--- config.mk ---
export PLATFORM = sky130hd
export DESIGN_NAME = status_xfer_unit
export DESIGN_NICKNAME = d
export VERILOG_FILES = /design/src/rtl/psr_pkg.sv /design/src/rtl/psr_mode_decode.sv /design/src/rtl/psr_write_merge.sv /design/src/rtl/psr_saved_bank.sv /design/src/rtl/status_xfer_unit.sv
export SDC_FILE = /design/constraint.sdc
export NUM_CORES = 1
export LEC_CHECK = 0
export ABC_AREA = 1
export BUFFER_PORTS_ARGS = -buffer_cell sky130_fd_sc_hd__buf_2
export CAP_MARGIN = 20
export CORE_MARGIN = 10
export CORE_UTILIZATION = 29
export CTS_CLUSTER_SIZE = 20
export DETAILED_ROUTE_END_ITERATION = 16
export SYNTH_ARGS = -nofsm -noshare
export SYNTH_HDL_FRONTEND = slang
export SYNTH_SLANG_ARGS = --single-unit
--- constraint.sdc ---
create_clock -name clk -period 4.7 [get_ports clk]
set_clock_uncertainty 0.1 [all_clocks]
set_input_delay 0.235 -clock clk [delete_from_list [all_inputs] [get_ports clk]]
set_output_delay 0.235 -clock clk [all_outputs]
set_load 0.05 [all_outputs]
--- src/rtl/psr_pkg.sv ---
package psr_pkg;

    localparam int MODE_W     = 5;
    localparam int NUM_BANKS  = 5;
    localparam int BANK_IDX_W = $clog2(NUM_BANKS);

    typedef enum logic [MODE_W-1:0] {
        MODE_USR = 5'b10000,
        MODE_FIQ = 5'b10001,
        MODE_IRQ = 5'b10010,
        MODE_SVC = 5'b10011,
        MODE_ABT = 5'b10111,
        MODE_UND = 5'b11011,
        MODE_SYS = 5'b11111
    } mode_e;

    typedef struct packed {
        logic                  privileged;
        logic                  has_bank;
        logic [BANK_IDX_W-1:0] bank_idx;
    } mode_info_t;

    typedef struct packed {
        logic valid;
        logic write;
        logic saved;
        logic flags_only;
    } xfer_req_t;

    function automatic mode_info_t decode_mode(input logic [MODE_W-1:0] m);
        mode_info_t info;
        info.privileged = (m != MODE_USR);
        info.has_bank   = 1'b1;
        info.bank_idx   = '0;
        case (m)
            MODE_FIQ: info.bank_idx = BANK_IDX_W'(0);
            MODE_IRQ: info.bank_idx = BANK_IDX_W'(1);
            MODE_SVC: info.bank_idx = BANK_IDX_W'(2);
            MODE_ABT: info.bank_idx = BANK_IDX_W'(3);
            MODE_UND: info.bank_idx = BANK_IDX_W'(4);
            default:  info.has_bank = 1'b0;
        endcase
        return info;
    endfunction

endpackage

--- src/rtl/psr_mode_decode.sv ---
module psr_mode_decode
    import psr_pkg::*;
(
    input  logic [MODE_W-1:0] mode,
    output mode_info_t        info
);
    always_comb info = decode_mode(mode);
endmodule

--- src/rtl/psr_write_merge.sv ---
module psr_write_merge #(
    parameter int DATA_W = 32,
    parameter int FLAG_W = 4
) (
    input  logic [DATA_W-1:0] old_word,
    input  logic [DATA_W-1:0] src_word,
    input  logic              flags_only,
    output logic [DATA_W-1:0] new_word
);
    localparam int LOW_W = DATA_W - FLAG_W;

    always_comb begin
        if (flags_only)
            new_word = {src_word[DATA_W-1 -: FLAG_W], old_word[LOW_W-1:0]};
        else
            new_word = src_word;
    end
endmodule

--- src/rtl/psr_saved_bank.sv ---
module psr_saved_bank
    import psr_pkg::*;
#(
    parameter int DATA_W = 32,
    parameter int FLAG_W = 4
) (
    input  logic                  clk,
    input  logic                  rst,
    input  logic                  wr_en,
    input  logic                  flags_only,
    input  logic [BANK_IDX_W-1:0] bank_idx,
    input  logic [DATA_W-1:0]     src_word,
    output logic [DATA_W-1:0]     rd_word
);
    logic [DATA_W-1:0] bank_q [NUM_BANKS];
    logic [DATA_W-1:0] sel_word;
    logic [DATA_W-1:0] merged;

    always_comb begin
        sel_word = '0;
        for (int i = 0; i < NUM_BANKS; i++)
            if (bank_idx == BANK_IDX_W'(i))
                sel_word = bank_q[i];
    end

    psr_write_merge #(.DATA_W(DATA_W), .FLAG_W(FLAG_W)) merge_i (
        .old_word   (sel_word),
        .src_word   (src_word),
        .flags_only (flags_only),
        .new_word   (merged)
    );

    for (genvar g = 0; g < NUM_BANKS; g++) begin : g_bank
        always_ff @(posedge clk) begin
            if (rst)
                bank_q[g] <= '0;
            else if (wr_en && bank_idx == BANK_IDX_W'(g))
                bank_q[g] <= merged;
        end
    end

    assign rd_word = sel_word;
endmodule

--- src/rtl/status_xfer_unit.sv ---
module status_xfer_unit
    import psr_pkg::*;
#(
    parameter int              DATA_W     = 32,
    parameter int              FLAG_W     = 4,
    parameter int              REG_IDX_W  = 4,
    parameter logic [31:0]     RESET_WORD = 32'h0000_00D3
) (
    input  logic                 clk,
    input  logic                 rst,
    input  logic                 op_valid,
    input  logic                 op_write,
    input  logic                 op_saved,
    input  logic                 op_flags_only,
    input  logic [REG_IDX_W-1:0] op_reg_idx,
    input  logic [DATA_W-1:0]    src_data,
    input  logic                 alu_flag_we,
    input  logic [FLAG_W-1:0]    alu_flags,
    output logic [DATA_W-1:0]    rd_data,
    output logic [DATA_W-1:0]    cur_status,
    output logic [DATA_W-1:0]    saved_status,
    output logic [MODE_W-1:0]    cur_mode
);
    localparam logic [REG_IDX_W-1:0] PC_IDX = '1;
    localparam int                   LOW_W  = DATA_W - FLAG_W;

    logic [DATA_W-1:0] cur_q;
    logic [DATA_W-1:0] cur_merged;
    logic [DATA_W-1:0] bank_word;
    mode_info_t        info;
    xfer_req_t         req;
    logic              cur_wr;
    logic              sav_wr;

    always_comb begin
        req.valid      = op_valid && (op_reg_idx != PC_IDX);
        req.write      = op_write;
        req.saved      = op_saved;
        req.flags_only = op_flags_only;
    end

    psr_mode_decode mode_dec_i (
        .mode (cur_q[MODE_W-1:0]),
        .info (info)
    );

    assign cur_wr = req.valid && req.write && !req.saved;
    assign sav_wr = req.valid && req.write && req.saved && info.has_bank;

    psr_write_merge #(.DATA_W(DATA_W), .FLAG_W(FLAG_W)) cur_merge_i (
        .old_word   (cur_q),
        .src_word   (src_data),
        .flags_only (req.flags_only || !info.privileged),
        .new_word   (cur_merged)
    );

    psr_saved_bank #(.DATA_W(DATA_W), .FLAG_W(FLAG_W)) bank_i (
        .clk        (clk),
        .rst        (rst),
        .wr_en      (sav_wr),
        .flags_only (req.flags_only),
        .bank_idx   (info.bank_idx),
        .src_word   (src_data),
        .rd_word    (bank_word)
    );

    always_ff @(posedge clk) begin
        if (rst)
            cur_q <= RESET_WORD[DATA_W-1:0];
        else if (cur_wr)
            cur_q <= cur_merged;
        else if (alu_flag_we)
            cur_q <= {alu_flags, cur_q[LOW_W-1:0]};
    end

    always_comb begin
        saved_status = info.has_bank ? bank_word : '0;
        rd_data      = '0;
        if (req.valid && !req.write)
            rd_data = req.saved ? saved_status : cur_q;
    end

    assign cur_status = cur_q;
    assign cur_mode   = cur_q[MODE_W-1:0];
endmodule

==> results of run 1 <==
## state kept, by name, summed over array words and instances (netlist names)
register / cells
bank_i.bank_q: 160
cur_status: 32
## worst min-delay path by stage
stage               depth (start not counted)  slack, ps       endpoint         from
global route                                3         20  cur_status[3]  src_data[3]
floorplan                                   2        230  cur_status[1]          rst
global placement                            3        370  cur_status[6]  src_data[6]
detailed placement                          3        370  cur_status[1]  src_data[1]
finish                                      3         30  cur_status[3]  src_data[3]
CTS                                         3          7  cur_status[3]  src_data[3]
## power groups by stage
stage,Clock [uW],Sequential (uW),Combinational (uW)
2_1_floorplan,0,2010,534
3_3_place_gp,0,1970,802
3_5_place_dp,0,1970,806
4_1_cts,1470,1940,828
5_1_grt,1540,1940,892
6_report,1460,1940,822
## layout by cell type (no fill, tap or decap), types with 2 or more instances in the layout
cell and instances:
a21oi_1 50, inv_2 3, inv_1 83, nor2_1 207
or2_2 30, nor2_2 2, edfxtp_1 160, buf_4 20
nand4_1 4, dlygate4sd3_1 28, buf_2 147, clkinvlp_4 4
nand2_1 211, clkbuf_16 17, clkinv_2 4, nand3_1 98
bufinv_16 2, o211ai_1 26, inv_6 2, nand3b_1 3
o21ai_0 91, dfxtp_1 32, o21ai_4 4
## stage by stage
step | hold WS [ps] | setup WS, ps | std cells
final | 27.27 | 1118 | 1639
after global routing | 17.74 | 851.2 | 1639
after CTS | 6.825 | 1088 | 1639
after detailed placement | 373.5 | 1237 | 1579
after global placement | 368.0 | 1365 | 1579
after floorplan | 234.7 | 137.8 | 1083
## cells by family (layout without fill, tap and decap cells)
kind of cell,after synthesis,after routing,synth area share
AND/OR/NAND/NOR,559,559,0.2490
flip-flops,192,192,0.5814
buffers and inverters,160,314,0.06987
AO/OA/AOI/OAI,172,172,0.09967
## critical path, delay by kind of cell (launching register included)
family | cells | cell delay [ps]
buffers and inverters | 3 | 1300
AND/OR/NAND/NOR | 5 | 850
flip-flops | 1 | 480
AO/OA/AOI/OAI | 1 | 190
## final cells by class
cell class / count / area share
sequential: 192 / 0.4800
clock buffer: 19 / 0.03905
inverter: 87 / 0.02879
clock inverter: 13 / 0.01202
timing repair buffer: 195 / 0.1028
tap: 402 / 0.04434
multi-input combinational: 731 / 0.2930
## layer usage
| metal | share of wire | vias up | routed length, um |
|---|---|---|---|
| li1 | - | 3883 | - |
| met1 | 0.44 | 3714 | 13020 |
| met2 | 0.46 | 299 | 13600 |
| met3 | 0.075 | 35 | 2214 |
| met4 | 0.021 | 0 | 605 |
| met5 | 0 | - | 0 |
==> flow_summary_export.csv, run 1 <==
group,metric,value,unit
timing,slew_headroom,0.3178,
critical_path,startpoint,"cur_status[0]",
pwr,max-vdd-ir-drop,0.0002703,V
synth,synthTopCellsByArea,"edfxtp_1, nand2_1, nor2_1, dfxtp_1, nand3_1",
global_route,grt_pass1_wl,45.26,mm
global_route,antenna_found_initial,0,
synth,synth-seq-cells,192,
timing,hold_violations,0,
critical_path,reg2reg_depth,9,
critical_path,worstPathArrival,3250,ps
critical_path,reg2reg_from,"cur_status[0]",
pwr,p_switching,1315,uW
synth,synth_cell_types,21,
detailed_routing,drtIter0Drc,745,
finish,drive_gt1_frac,0.1948,
global_route,grt_usage,0.1475,
synth,synthCells,1083,
clocking,cts_tree,"yes",
clocking,post-cts-setup-buffers,0,
floorplanning,start_util,0.2953,
critical_path,timing.critical_path.mode_cell,"nand2_1",
clocking,root_buffer,"clkbuf_16",
timing,setup_tns,0,ps
finish,area_growth,21.12,%
detailed_routing,postRouteAntennaNets,0,
finish,nets,1271,
floorplanning,rows,65,
finish,fill_cells,3242,
finish,final_util,0.3576,
floorplanning,die-area,39880,um2
timing,slew_viol_final,0,
finish,multi_input_area,3323,um2
clocking,htreeDepth,4,
clocking,cts_resized,0,
finish,diodes,0,
pwr,power,4214,uW
synth,syn_nets,1130,
timing,fmax,279.2,MHz
synth,netlist_area,9365,um2
run,max_cap_violations,0,
synth,synth_area_leader_cell,"edfxtp_1",
clocking,path_clk_slew,70,ps
detailed_routing,drt_pass1_iterations,5,
global_route,use_met1,0.1923,
finish,seqCellArea,5445,um2
global_route,met3_usage,0.03263,
detailed_routing,remaining_drc_errors,0,
timing,finalCriticalPeriod,3582,ps
pwr,pwr-share-comb,0.195,
synth,syn-mean-instance-area,8.647,um2
clocking,cts_hold_buf,28,
pwr,sw_frac_of_total,0.3119,
critical_path,regToRegSetupSlack,1230,ps
global_route,grt_pass1_vias,7877,
detailed_routing,route.vias.total,7931,
pwr,seq_power_share,0.460,
global_route,busiest_layer,"met2",
synth,synth_top_area_frac,0.5130,
placement,placed_cell_area,10480,um2
pwr,intPower,2900,uW
floorplanning,die_w,199.7,um
pwr,cellLeakagePower,0.004926,uW
min_path,hold_class,"in -> reg",
timing,setup-violations-final,0,
synth,synth-main-ff-cell,"edfxtp_1",
timing,worst_slew_pin_slew,1017,ps
finish,finalInstanceArea,11340,um2
global_route,grt_max_degree,70,
placement,port_buffers,147,
critical_path,cp-endpoint,"rd_data[27]",
detailed_routing,routed_wl,29.44,mm
critical_path,crit_slowest_cell,"inv_2",
critical_path,r2r-end,"bank_i.bank_q[0][13]",
pwr,power_density,371.5,nW/um2
synth,yosys_warnings,0,
global_route,met2_usage,0.2399,
synth,yosysMostFrequentCell,"nand2_1",
floorplanning,core,31720,um2
floorplanning,die_y,199.7,um
synth,synth-seq-area-share,0.5814,
timing,rsz0062_at_grt,"false",
clocking,cts_sinks,192,
global_route,grt_overflow,0,
clocking,cts_max_path_buffers,2,
critical_path,worstPathRequired,4370,ps
floorplanning,pin_count,148,
placement,hpwl,19.40,mm
outcome,status,"completed",
synth,synth_edf_count,160,
clocking,clk_latency,440,ps
placement,gp_congestion,0.8076,
critical_path,cpPeakStageDelay,540,ps
critical_path,path_cells,"nand2_1 -> inv_2 -> nand2_1 -> nand2_1 -> nor2_1 -> inv_2 -> nand3_1 -> a21oi_1 -> buf_2",
pwr,clock_power_share,0.345,
clocking,numCtsBuffers,17,
synth,synthArstFlopShare,0,
synth,synth_common_cells,"nand2_1, nor2_1, edfxtp_1, nand3_1, o21ai_0",
detailed_routing,viasPerCell,4.839,
critical_path,path_class,"reg -> out",
timing,final.period_utilization,0.7621,
critical_path,cp-end-kind,"output port",
detailed_routing,wl_per_cell,17.96,um
critical_path,cp_max_fo,30,
critical_path,crit_path_start_kind,"flop",
Power figures use the tool's default switching activity.
==> inputs of run 2 (changes only) <==
==> constraint.sdc (replaced) <==
create_clock -name clk -period 3.47 [get_ports clk]
set_clock_uncertainty 0.1 [all_clocks]
set_input_delay 0.1735 -clock clk [delete_from_list [all_inputs] [get_ports clk]]
set_output_delay 0.1735 -clock clk [all_outputs]
set_load 0.05 [all_outputs]
==> run 2 against run 1 <==
  * Die area stayed put
  * First-iteration DRC count is 13% lower
  * Power is 38% higher
  * Setup slack worse by 800 ps
  * Clock power is 39% higher
  * Non-clock buffer count is 12 higher
  * Largest cell class unchanged
  * Largest power group unchanged
==> flow_summary_export.csv, run 2 (synthesis gave the netlist of run 1 again) <==
group,metric,value,unit
critical_path,cp-end-kind,"output port",
floorplanning,die_w,199.7,um
detailed_routing,drtIter0Drc,646,
timing,hold_violations,0,
floorplanning,pin_count,148,
floorplanning,rows,65,
timing,fmax,316.8,MHz
timing,worst_slew_pin_slew,786.5,ps
placement,gp_congestion,0.8200,
clocking,cts_tree,"yes",
pwr,cellLeakagePower,0.005026,uW
finish,area_growth,23.55,%
pwr,max-vdd-ir-drop,0.0003912,V
clocking,root_buffer,"clkbuf_16",
timing,slew_headroom,0.4742,
placement,hpwl,19.33,mm
run,max_cap_violations,0,
timing,setup-violations-final,0,
pwr,power_density,501.9,nW/um2
outcome,status,"completed",
global_route,grt_max_degree,70,
clocking,cts_max_path_buffers,2,
timing,rsz0062_at_grt,"false",
finish,final_common_cell,"nand2_1",
critical_path,path_cells,"nor2_1 -> nand3_2 -> buf_4 -> nand2_1 -> inv_1 -> nand2_1 -> nand4_1 -> nand2_1 -> a21oi_1 -> buf_2",
critical_path,r2r-end,"bank_i.bank_q[3][15]",
finish,layout_common_cells,"nand2_1, nor2_1, edfxtp_1",
global_route,antenna_found_initial,0,
critical_path,cp_max_fo,69,
timing,holdWs,10.27,ps
critical_path,crit_slowest_cell,"buf_4",
clocking,htreeDepth,4,
critical_path,worstPathArrival,2880,ps
clocking,cts_sinks,192,
placement,placed_cells,1586,
detailed_routing,viasPerCell,4.858,
critical_path,startpoint,"cur_status[2]",
finish,final_cells,1651,
timing,setup_tns,0,ps
critical_path,reg2reg_depth,9,
detailed_routing,drt_pass1_iterations,5,
floorplanning,die-area,39880,um2
clocking,path_clk_slew,80,ps
timing,finalCriticalPeriod,3156,ps
clocking,clk_latency,440,ps
floorplanning,core,31720,um2
timing,slew_viol_final,0,
finish,largest_reg_flops,160,
critical_path,worstPathRequired,3200,ps
critical_path,crit_family,"buffers and inverters",
floorplanning,die_y,199.7,um
floorplanning,start_util,0.2953,
critical_path,cp_num_buf_inv,3,
critical_path,cpPeakStageDelay,610,ps
critical_path,timing.critical_path.mode_cell,"nand2_1",
min_path,hold_class,"in -> reg",
critical_path,regToRegSetupSlack,620,ps
global_route,grt_usage,0.1484,
clocking,numCtsBuffers,17,
global_route,grt_pass1_vias,8005,
detailed_routing,routed_wl,29.68,mm
pwr,power,5807,uW
global_route,grt_overflow,0,
detailed_routing,postRouteAntennaNets,0,
critical_path,cp.depth,10,
finish,top_register,"bank_i.bank_q",
critical_path,cp-endpoint,"rd_data[29]",
critical_path,path_class,"reg -> out",
detailed_routing,wl_per_cell,17.97,um
timing,final.period_utilization,0.9096,
global_route,grt_pass1_wl,45.39,mm
placement,port_buffers,147,
critical_path,reg2reg_from,"cur_status[0]",
critical_path,crit_path_start_kind,"flop",
finish,nets,1283,
finish,diodes,0,
detailed_routing,remaining_drc_errors,0,
finish,drive_gt1_frac,0.1962,
detailed_routing,route.vias.total,8021,
## run 2: power breakdown
part | switching, uW | internal, uW | total, uW
logic | 861 | 293 | 1150
clock network | 892 | 1140 | 2030
registers | 34.3 | 2590 | 2620
## run 2: tightest hold or removal path: cells and delay by family
family	cells	cell delay (ps)
AOI/OAI and AO/OA	3	230
buffers and inverters	1	70
and+or+nand+nor	1	40
## run 2: what timing repair did
| item | 4_1_cts | 5_1_grt |
|---|---|---|
| hold buffers | 33 | 0 |
| endpoints found under the hold margin | 31 | 0 |
| resized for setup | 0 | 0 |
| buffers inserted | 0 | 0 |
## run 2: routing by layer
metal | routed length [um] | vias up | track usage
met4 | 471 | 0 | 0.04319
met1 | 12800 | 3799 | 0.1860
met2 | 14380 | 285 | 0.2493
met3 | 2023 | 28 | 0.03499
met5 | 0 | - | 0
li1 | - | 3909 | -
## run 2: how the worst min path moves through the flow
stage	cells after the start	from	slack (ps)	endpoint
CTS	5	alu_flags[1]	3	cur_status[29]
global route	3	src_data[2]	50	cur_status[2]
global placement	3	src_data[6]	290	cur_status[6]
detailed placement	3	src_data[0]	300	cur_status[0]
finish	5	alu_flags[1]	10	cur_status[29]
floorplan	2	rst	170	cur_status[1]
## run 2: metrics by stage
| step | setup WS, ps | util | area, um2 |
|---|---|---|---|
| after CTS | 289.7 | 0.3648 | 11570 |
| after floorplan | -245.4 | - | 9365 |
| after detailed placement | 645.7 | 0.3356 | 10640 |
| after global routing | 57.44 | 0.3648 | 11570 |
| after global placement | 659.8 | 0.3356 | 10640 |
| final | 313.7 | 0.3648 | 11570 |
## run 2: final cells by class
cell class | count | area (um2)
clock buffer | 20 | 436.7
clock inverter | 12 | 160.2
fill | 3254 | 20150
inverter | 87 | 326.6
multi-input combinational | 731 | 3321
sequential | 192 | 5445
tap | 402 | 503.0
timing repair buffer | 207 | 1379
==> inputs of run 3 (changes only) <==
--- a/config.mk
+++ b/config.mk
@@ -5,7 +5,6 @@
 export SDC_FILE = /design/constraint.sdc
 export NUM_CORES = 1
 export LEC_CHECK = 0
-export ABC_AREA = 1
 export BUFFER_PORTS_ARGS = -buffer_cell sky130_fd_sc_hd__buf_2
 export CAP_MARGIN = 20
 export CORE_MARGIN = 10
==> run 3 against run 2 <==
  * Area after synthesis increased by 1.2%
  * Combinational power decreased by 13%
  * Critical path depth decreased by 2
  * Synthesized cell count decreased by 9.0%
  * Flip-flop and latch count unchanged
  * Count of clock-buffer cells in the layout decreased by 3
  * Non-clock buffer count increased by 4
  * Cell area increased by 1.1%
  * Power decreased by 5.0%
  * Hold slack improved by 2.7 ps
  * Critical path type unchanged
  * Highest routed layer unchanged
==> flow_summary_export.csv, run 3 <==
group,metric,value,unit
floorplanning,pin_count,148,
detailed_routing,viasPerCell,5.090,
global_route,grt_overflow,0,
timing,slew_viol_final,0,
clocking,numCtsBuffers,17,
detailed_routing,routed_wl,30.62,mm
synth,synth_top_area_frac,0.5070,
clocking,clk_latency,430,ps
synth,synthTopCellsByArea,"edfxtp_1, nor2_1, dfxtp_1, nand2_1, a221o_1",
finish,fill_cells,3290,
critical_path,cp_num_buf_inv,3,
floorplanning,core,32370,um2
global_route,met2_usage,0.2490,
global_route,antenna_found_initial,0,
global_route,busiest_layer,"met2",
critical_path,path_class,"reg -> out",
synth,syn-mean-instance-area,9.621,um2
timing,final.period_utilization,0.9362,
critical_path,cp-end-kind,"output port",
critical_path,crit_family,"buffers and inverters",
run,max_cap_violations,0,
pwr,max-vdd-ir-drop,0.0003391,V
floorplanning,die-area,40310,um2
floorplanning,start_util,0.2927,
timing,setup_tns,0,ps
timing,rsz0062_at_grt,"false",
pwr,power,5519,uW
clocking,htreeDepth,4,
finish,layout_common_cells,"nor2_1, edfxtp_1, nand2_1",
pwr,seq_power_share,0.473,
detailed_routing,postRouteAntennaNets,0,
critical_path,crit_slowest_cell,"dfxtp_1",
detailed_routing,route.vias.total,8078,
finish,final_common_cell,"nor2_1",
global_route,grt_pass1_wl,47.49,mm
placement,hpwl,20.51,mm
global_route,grt_max_degree,85,
synth,synth-main-ff-cell,"edfxtp_1",
synth,yosys_warnings,0,
finish,top_register,"bank_i.bank_q",
clocking,cts_tree,"yes",
clocking,post-cts-setup-buffers,0,
pwr,sw_frac_of_total,0.3086,
finish,nets,1179,
timing,worst_slew_pin_slew,1103,ps
placement,dpl_worst_slack,546.2,ps
floorplanning,die_w,200.8,um
placement,gp_congestion,0.8145,
pwr,pwr-share-comb,0.182,
global_route,grt_usage,0.1488,
critical_path,worstPathArrival,2980,ps
outcome,status,"completed",
finish,diodes,0,
finish,largest_reg_flops,160,
critical_path,path_cells,"buf_4 -> a21boi_1 -> o21bai_2 -> buf_4 -> a221o_1 -> a22oi_1 -> o21ai_0 -> buf_2",
synth,synthArstFlopShare,0,
clocking,path_clk_slew,70,ps
critical_path,cp_max_fo,32,
pwr,intPower,3816,uW
pwr,power_density,471.6,nW/um2
synth,synth_edf_count,160,
placement,port_buffers,147,
synth,syn_nets,1032,
critical_path,timing.critical_path.mode_cell,"buf_4",
synth,synthCells,985,
timing,fmax,307.8,MHz
synth,synth-seq-area-share,0.5746,
synth,netlist_area,9477,um2
finish,drive_gt1_frac,0.2210,
critical_path,crit_path_start_kind,"flop",
global_route,met3_usage,0.02985,
finish,area_growth,23.49,%
pwr,cellLeakagePower,0.004623,uW
synth,yosysMostFrequentCell,"nor2_1",
timing,finalCriticalPeriod,3249,ps
min_path,hold_class,"in -> reg",
detailed_routing,drtIter0Drc,597,
clocking,cts_sinks,192,
clocking,root_buffer,"clkbuf_16",
critical_path,cpPeakStageDelay,550,ps
synth,synth-seq-cells,192,
floorplanning,rows,66,
detailed_routing,remaining_drc_errors,0,
synth,synth_cell_types,54,
global_route,grt_pass1_vias,7864,
detailed_routing,drt_pass1_iterations,6,
timing,setup-violations-final,0,
floorplanning,die_y,200.8,um
pwr,clock_power_share,0.345,
pwr,p_switching,1703,uW
synth,synth_area_leader_cell,"edfxtp_1",
clocking,cts_max_path_buffers,2,
timing,slew_headroom,0.2648,
detailed_routing,wl_per_cell,19.29,um
global_route,use_met1,0.1917,
synth,synth_common_cells,"nor2_1, edfxtp_1, nand2_1, o21ai_0, clkbuf_1",
timing,fin_ws,221.5,ps
timing,hold_violations,0,
critical_path,worstPathRequired,3200,ps
-- run 3: cell count changes in the layout (fill, tap and decap cells not counted), moves of 19 or more --
| cell | previous run | this run |
|---|---|---|
| a31oi_2 | 0 | 22 |
| o22ai_1 | 0 | 26 |
| nor2_1 | 207 | 254 |
| o211ai_1 | 26 | 0 |
| nand3_1 | 98 | 3 |
| or2_2 | 30 | 0 |
| a221o_1 | 0 | 28 |
| inv_1 | 83 | 35 |
| o21ai_0 | 91 | 54 |
| a21oi_1 | 50 | 31 |
| a22oi_1 | 0 | 26 |
| nand2_1 | 212 | 141 |
-- run 3: cells by family (layout without fill, tap and decap cells) --
group	count (synthesis)	count (layout)	synth area share
and+or+nand+nor	435	435	0.1852
xor gates and xnor gates	1	1	0.0009244
muxes	4	4	0.004225
DFF	192	192	0.5746
buffers and inverters	118	278	0.05202
AOI/OAI and AO/OA	235	235	0.1830
-- run 3: cell type report --
class,instances,area (um2),share of cell area
sequential,192,5446,0.4654
tap,442,553.0,0.04726
timing repair buffer,211,1425,0.1218
inverter,35,131.4,0.01123
multi-input combinational,675,3578,0.3058
clock inverter,15,142.6,0.01219
clock buffer,17,425.4,0.03635
-- run 3: timing repair --
item | in CTS | in global routing
resized for setup | 0 | 2
setup endpoints to repair | 0 | 3
hold buffers | 29 | 0
endpoints found under the hold margin | 28 | 0
-- run 3: through the flow --
stage	util	instance area [um2]	hold WS (ps)	cells
floorplan	-	9484	197.8	985
global placement	0.3348	10840	322.1	1526
detailed placement	0.3348	10840	319.7	1526
CTS	0.3614	11700	2.372	1587
global route	0.3615	11700	21.72	1587
finish	0.3615	11700	12.98	1587
-- run 3: worst register-to-register path: cells and delay by family, from the launching register on --
kind            cells  cell delay, ps
buf+inv             2             700
compound gates      3            1230
flops               1             550
-- run 3: worst paths after layout --
check | cells after the start | slack (ps) | from | endpoint
worst max register to register | 5 | 510 | cur_status[3] | bank_i.bank_q[0][24]
worst min register to register | 2 | 370 | cur_status[21] | cur_status[21]
worst min-delay path | 3 | 10 | alu_flags[2] | cur_status[30]
worst max-delay path | 8 | 220 | cur_status[3] | rd_data[8]
-- run 3: power groups by stage --
stage / clock [uW] / sequential, uW / combinational, uW
2_1_floorplan: 0 / 2690 / 633
3_3_place_gp: 0 / 2660 / 979
3_5_place_dp: 0 / 2660 / 983
4_1_cts: 1940 / 2610 / 1010
5_1_grt: 2030 / 2620 / 1080
6_report: 1900 / 2610 / 1000
-- run 3: routing by layer --
layer	part of all wire	routed length (um)
met3	0.062	1909
met5	0	0
met4	0.014	423
met1	0.44	13330
met2	0.49	14950
